==> src/rtl/frame_pkg.sv <==
package frame_pkg;
  localparam int WORD_W = 64;
  localparam int OPC_W  = 8;

  localparam logic [OPC_W-1:0] OP_EXEC    = 8'h01;
  localparam logic [OPC_W-1:0] OP_RESOLVE = 8'h02;

  typedef enum logic [2:0] {
    LR_IDLE     = 3'd0,
    LR_PENDING  = 3'd1,
    LR_ACCEPTED = 3'd2,
    LR_BUSY     = 3'd3,
    LR_BADOP    = 3'd4
  } lrespCode_t;

  // datapath -> control
  typedef struct packed {
    logic             launchWr;
    logic [OPC_W-1:0] opcode;
  } dpToCtrl_t;

  // control -> datapath
  typedef struct packed {
    logic       issue;
    lrespCode_t lresp;
    logic [1:0] status;
  } ctrlToDp_t;
endpackage

==> src/rtl/frame_datapath.sv <==
module frame_datapath
  import frame_pkg::*;
#(
  parameter int NUM_WORDS = 8,
  parameter int ADDR_W    = 7,
  parameter int ACC_W     = 3
) (
  input  logic                        clk,
  input  logic                        rst,
  input  logic                        busReq,
  input  logic                        busWrite,
  input  logic [ADDR_W-1:0]           busAddr,
  input  logic [1:0]                  busSize,
  input  logic [WORD_W-1:0]           busWdata,
  output logic [WORD_W-1:0]           busRdata,
  input  ctrlToDp_t                   fromCtrl,
  output dpToCtrl_t                   toCtrl,
  output logic                        launchValid,
  output logic [ACC_W-1:0]            launchAccel,
  output logic [OPC_W-1:0]            launchOpcode,
  output logic [NUM_WORDS*WORD_W-1:0] launchPayload
);
  localparam int WIDX_W = ADDR_W - 3;
  localparam int DIDX_W = $clog2(NUM_WORDS);
  localparam logic [WIDX_W-1:0] LAUNCH_IDX = WIDX_W'(NUM_WORDS);
  localparam logic [WIDX_W-1:0] LRESP_IDX  = WIDX_W'(NUM_WORDS + 1);
  localparam logic [WIDX_W-1:0] STATUS_IDX = WIDX_W'(NUM_WORDS + 2);

  logic              accessOk;
  logic [WIDX_W-1:0] wordIdx;
  logic [WORD_W-1:0] dataReg [NUM_WORDS];
  logic [NUM_WORDS*WORD_W-1:0] dataFlat;

  assign accessOk = busReq && (busSize == 2'd3) && (busAddr[2:0] == 3'd0);
  assign wordIdx  = busAddr[ADDR_W-1:3];

  assign toCtrl.launchWr = accessOk && busWrite && (wordIdx == LAUNCH_IDX);
  assign toCtrl.opcode   = busWdata[OPC_W-1:0];

  for (genvar i = 0; i < NUM_WORDS; i++) begin : g_word
    always_ff @(posedge clk) begin
      if (rst)
        dataReg[i] <= '0;
      else if (accessOk && busWrite && wordIdx == WIDX_W'(i))
        dataReg[i] <= busWdata;
    end
    assign dataFlat[i*WORD_W +: WORD_W] = dataReg[i];
  end

  always_ff @(posedge clk) begin
    if (rst) begin
      launchValid   <= 1'b0;
      launchAccel   <= '0;
      launchOpcode  <= '0;
      launchPayload <= '0;
    end else begin
      launchValid <= fromCtrl.issue;
      if (fromCtrl.issue) begin
        launchAccel   <= busWdata[OPC_W +: ACC_W];
        launchOpcode  <= busWdata[OPC_W-1:0];
        launchPayload <= dataFlat;
      end
    end
  end

  always_comb begin
    busRdata = '0;
    if (accessOk && !busWrite) begin
      if (wordIdx < WIDX_W'(NUM_WORDS))
        busRdata = dataReg[wordIdx[DIDX_W-1:0]];
      else if (wordIdx == LRESP_IDX)
        busRdata = WORD_W'(fromCtrl.lresp);
      else if (wordIdx == STATUS_IDX)
        busRdata = WORD_W'(fromCtrl.status);
    end
  end
endmodule

==> src/rtl/frame_control.sv <==
module frame_control
  import frame_pkg::*;
(
  input  logic      clk,
  input  logic      rst,
  input  dpToCtrl_t fromDp,
  input  logic      launchAck,
  input  logic      accelReady,
  input  logic      faultReport,
  output ctrlToDp_t toDp,
  output logic      wakeEvent
);
  lrespCode_t lrespReg;
  logic       pending;
  logic       opValid;
  logic       issue;
  logic [1:0] statusReg;
  logic [1:0] statusNext;
  logic       faultNext;

  assign opValid = (fromDp.opcode == OP_EXEC) || (fromDp.opcode == OP_RESOLVE);
  assign issue   = fromDp.launchWr && !pending && opValid;

  assign faultNext  = faultReport ||
                      (statusReg[1] && !(issue && fromDp.opcode == OP_RESOLVE));
  assign statusNext = {faultNext, accelReady};

  always_ff @(posedge clk) begin
    if (rst) begin
      lrespReg  <= LR_IDLE;
      pending   <= 1'b0;
      statusReg <= '0;
      wakeEvent <= 1'b0;
    end else begin
      if (fromDp.launchWr) begin
        if (pending)
          lrespReg <= LR_BUSY;
        else if (opValid) begin
          lrespReg <= LR_PENDING;
          pending  <= 1'b1;
        end else
          lrespReg <= LR_BADOP;
      end
      if (launchAck && pending) begin
        lrespReg <= LR_ACCEPTED;
        pending  <= 1'b0;
      end
      statusReg <= statusNext;
      wakeEvent <= (statusNext != statusReg);
    end
  end

  assign toDp.issue  = issue;
  assign toDp.lresp  = lrespReg;
  assign toDp.status = statusReg;
endmodule

==> src/rtl/accel_launch_frame.sv <==
module accel_launch_frame
  import frame_pkg::*;
#(
  parameter int NUM_WORDS = 8,
  parameter int ADDR_W    = 7,
  parameter int ACC_W     = 3
) (
  input  logic                        clk,
  input  logic                        rst,
  input  logic                        busReq,
  input  logic                        busWrite,
  input  logic [ADDR_W-1:0]           busAddr,
  input  logic [1:0]                  busSize,
  input  logic [WORD_W-1:0]           busWdata,
  output logic [WORD_W-1:0]           busRdata,
  output logic                        launchValid,
  output logic [ACC_W-1:0]            launchAccel,
  output logic [OPC_W-1:0]            launchOpcode,
  output logic [NUM_WORDS*WORD_W-1:0] launchPayload,
  input  logic                        launchAck,
  input  logic                        accelReady,
  input  logic                        faultReport,
  output logic                        wakeEvent
);
  dpToCtrl_t dpToCtrl;
  ctrlToDp_t ctrlToDp;

  frame_datapath #(
    .NUM_WORDS(NUM_WORDS), .ADDR_W(ADDR_W), .ACC_W(ACC_W)
  ) i_dp (
    .clk(clk), .rst(rst),
    .busReq(busReq), .busWrite(busWrite), .busAddr(busAddr),
    .busSize(busSize), .busWdata(busWdata), .busRdata(busRdata),
    .fromCtrl(ctrlToDp), .toCtrl(dpToCtrl),
    .launchValid(launchValid), .launchAccel(launchAccel),
    .launchOpcode(launchOpcode), .launchPayload(launchPayload)
  );

  frame_control i_ctrl (
    .clk(clk), .rst(rst),
    .fromDp(dpToCtrl), .launchAck(launchAck),
    .accelReady(accelReady), .faultReport(faultReport),
    .toDp(ctrlToDp), .wakeEvent(wakeEvent)
  );
endmodule

==> config.mk <==
export PLATFORM = sky130hd
export DESIGN_NAME = accel_launch_frame
export DESIGN_NICKNAME = d
export VERILOG_FILES = /design/src/rtl/frame_pkg.sv /design/src/rtl/frame_datapath.sv /design/src/rtl/frame_control.sv /design/src/rtl/accel_launch_frame.sv
export SDC_FILE = /design/constraint.sdc
export NUM_CORES = 2
export LEC_CHECK = 0
export BUFFER_PORTS_ARGS = -buffer_cell sky130_fd_sc_hd__clkbuf_2
export CAP_MARGIN = 20
export CORE_UTILIZATION = 40
export DETAILED_ROUTE_END_ITERATION = 7
export RECOVER_POWER = 50
export SLEW_MARGIN = 20
export SYNTH_ARGS = -nofsm -noshare
export SYNTH_HDL_FRONTEND = slang
export SYNTH_SLANG_ARGS = --single-unit
==> constraint.sdc <==
create_clock -name clk -period 7.18 [get_ports clk]
set_input_delay 0.359 -clock clk [delete_from_list [all_inputs] [get_ports clk]]
set_output_delay 0.359 -clock clk [all_outputs]
set_load 0.02 [all_outputs]
==> impl_metrics.csv <==
group,metric,value,unit
status,outcome,"complete, but fails checks",
status,violations,"capacitance limit, slew limit",
clock_tree,clk-insertion-delay-late,0.71,ns
worst_setup_path,ff2ff_path_depth,6,
synthesis,ys.flop_type,"dfxtp_1",
floorplan,num_rows,119,
floorplan,die_h,330,um
cells_and_area,fin_util,47.1,%
clock_tree,cts_tree,"yes",
synthesis,synth_seq_area_share,60.6,%
worst_setup_path,worstSetupEndpointType,"register",
clock_tree,cts.sinks,1043,
power_and_ir_drop,switching_share,22.3,%
grt,overflow,0,
place,place_hpwl,96300,um
worst_setup_path,r2r-end,"launchPayload[433]$_SDFFE_PP0P_",
detailed_routing,drtIter0Drc,3132,
synthesis,synth_top_area_cell,"edfxtp_1",
worst_setup_path,cp-start-kind,"input port",
floorplan,die_width,330,um
detailed_routing,drc_errors,0,
timing,clock_skew,0.0208,ns
cells_and_area,drive_gt1_share,11.1,%
synthesis,synth_nets,3931,
detailed_routing,routed_wl,154000,um
timing,layout_min_cycle_time,5.15,ns
power_and_ir_drop,p_comb_share,4.0,%
grt,grt-busiest-layer,"met2",
synthesis,yosysMostFrequentCell,"dfxtp_1",
grt,grtUsageMet3,5.88,%
power_and_ir_drop,seq_power_share,50.9,%
timing,setup_tns,0,ns
worst_setup_path,crit_slowest_cell,"clkbuf_1",
timing,slew_headroom,-180,%
worst_setup_path,crit_arrival,5.47,ns
grt,grt_use_met1,37.8,%
worst_setup_path,crit_buf_inv,3,
detailed_routing,ant_nets,0,
floorplan,dieArea,109000,um2
detailed_routing,vias,33299,
clock_tree,cts_resized,0,
clock_tree,numCtsBuffers,109,
clock_tree,h-tree-depth,3,
hold_path,whs_path_depth,2,
detailed_routing,drt-vias-per-instance,5.75,
place,numPortBuffers,668,
power_and_ir_drop,irDropWorstVdd,0.000206,V
worst_setup_path,worstPathCellList,"clkbuf_2, or2_2, o21bai_4, clkbuf_1, buf_4",
clock_tree,clockRootBuffer,"clkbuf_16",
worst_setup_path,critPathMaxStageDelay,1.90,ns
grt,grt_max_degree,225,
timing,drv_slew,574,
worst_setup_path,regToRegSetupSlack,4.15,ns
clock_tree,cts_setup_buffers,0,
synthesis,synthTopCellsByArea,"edfxtp_1 (36%), dfxtp_1 (25%), and2_1 (7.5%)",
detailed_routing,wire_per_inst,26.7,um
grt,antenna_found_initial,1,
timing,whs,0.0494,ns
synthesis,postSynth.asyncResetShare,0,%
grt,grtUsageMet2,43.5,%
worst_setup_path,timing.rr.start,"i_ctrl.pending$_SDFFE_PP0N_",
power_and_ir_drop,clkPwrFrac,45.1,%
clock_tree,cts_hold_buf,12,
timing,hold_violations,0,
detailed_routing,dr.pass1.iters,6,
synthesis,synth.top_cell.area_share,35.8,%
power_and_ir_drop,finalPower,12.8,mW
grt,grt_pass1_vias,31999,
clock_tree,clockBufferDepth,3,
worst_setup_path,critical_path.top_delay_family,"buffers and inverters",
synthesis,synthesis.area,42900,um2
timing,setup_violations,0,
floorplan,initial_core_util,40.5,%
synthesis,syn-mean-instance-area,11.1,um2
clock_tree,cts.reportedPaths.clkPinSlew,0.06,ns
timing,tightest_slew,4.20,ns
cells_and_area,area_growth_syn_to_layout,16.3,%
power_and_ir_drop,switchingPower,2.84,mW
grt,grt_usage,27.5,%
timing,post-route-period-util,71.7,%
floorplan,pin_count,669,
grt,grt_first_pass_wirelength,222000,um
power_and_ir_drop,p_int,9.91,mW
hold_path,hp-class,"in -> reg",
cells_and_area,nets,4380,
power_and_ir_drop,p_leak,16.0,nW
floorplan,core-area,106000,um2
worst_setup_path,worstSetupPathType,"in -> reg",
synthesis,yosys_warnings,0,
synthesis,yosys.cell_types.count,41,
flow_run,cap_violations,13,
synthesis,ys_ff_latch,1043,
synthesis,syn_inst,3851,
timing,rsz0062_at_grt,"no",
timing,fmax,0.194,GHz
hold_path,hold_end,"i_dp.dataReg[5][38]$_SDFFCE_PN0P_",
worst_setup_path,required,7.50,ns
place,routabilityCongestion,0.813,
synthesis,synth_edf_count,512,
hold_path,hold_start,"busWdata[38]",
synthesis,synth_top_cells_by_count,"dfxtp_1 (531), a21oi_1 (524), nand3_1 (522)",
power_and_ir_drop,power_density,256,nW/um2
worst_setup_path,cp_max_fo,66,
metal layers:
layer,share of wire (%),up-vias
li1,-,14933
met1,42,16832
met2,47,1337
met3,8.1,197
met4,2.5,0
met5,0,-
power by group through the flow:
stage | Sequential [mW] | Clock [mW] | Combinational (mW)
after floorplan | 6.57 | 0 | 0.303
after global placement | 6.61 | 0 | 0.511
after detailed placement | 6.61 | 0 | 0.514
after CTS | 6.48 | 5.82 | 0.521
after global routing | 6.50 | 6.04 | 0.544
final | 6.49 | 5.75 | 0.516
worst max-delay path by stage:
stage,startpoint,to,slack (ns),depth (start not counted)
after floorplan,busAddr[3],i_dp.dataReg[0][0]$_SDFFCE_PN0P_,2.33,6
after global placement,busAddr[6],i_dp.dataReg[1][52]$_SDFFCE_PN0P_,3.15,5
after detailed placement,busAddr[6],i_dp.dataReg[4][21]$_SDFFCE_PN0P_,3.06,5
after CTS,busAddr[4],busRdata[13],3.66,6
after global routing,busAddr[4],i_dp.dataReg[4][13]$_SDFFCE_PN0P_,1.77,4
final,busAddr[4],i_dp.dataReg[0][38]$_SDFFCE_PN0P_,2.03,5
cells by family after synthesis:
logic type,synth area share [%]
compound gates,13.5
xor+xnor,0.0408
buf+inv,4.00
flops,60.6
mux,6.70
simple gates,15.1
cell usage in the layout (no fill, tap or decap), types with 7 or more instances in the layout:
master and count:
nand3_1 522, o21ai_0 515, dfxtp_1 531, mux4_2 125
clkbuf_16 112, edfxtp_1 512, buf_12 7, bufinv_16 8
and2_1 377, clkinv_2 12, clkbuf_2 141, and2_0 136
clkbuf_8 18, clkbuf_1 578, nor2_1 66, nand2b_1 7
a22oi_1 61, dlygate4sd3_1 12, a21oi_1 524, buf_4 35
flip-flops by register name, summed over array words and instances, names as in the netlist:
signal	cells
launchPayload	512
i_dp.launchAccel	3
i_ctrl.wakeEvent	1
i_ctrl.pending	1
i_ctrl.lrespReg	3
i_dp.launchValid	1
i_dp.launchOpcode	8
i_ctrl.statusReg	2
i_dp.dataReg	512
worst register-to-register path, stage by stage, from the launching register on:
cell and delay [ns]:
dfxtp_1 0.42, inv_1 0.10, nand4_1 0.17, buf_4 0.74
buf_4 0.97, o21ai_0 0.32, a21oi_1 0.17
stage by stage:
stage | instance area (um2) | setup slack (ns) | instances
after CTS | 50700 | 3.66 | 5786
after global routing | 49900 | 1.77 | 5786
final | 49900 | 2.03 | 5788
after detailed placement | 47000 | 3.06 | 5568
after global placement | 47000 | 3.15 | 5567
after floorplan | 42900 | 2.33 | 3851
final cells by class:
class	instances	area (um2)
flip-flops and latches	1043	26000
diodes	2	5.00
multi-input cells	2411	15300
well taps	1391	1740
clock inverters	33	389
fillers	10126	56000
repair buffers	733	3290
clock buffers	173	3210
inverters	2	7.51
Note: power is estimated with default switching activity, not from simulation.
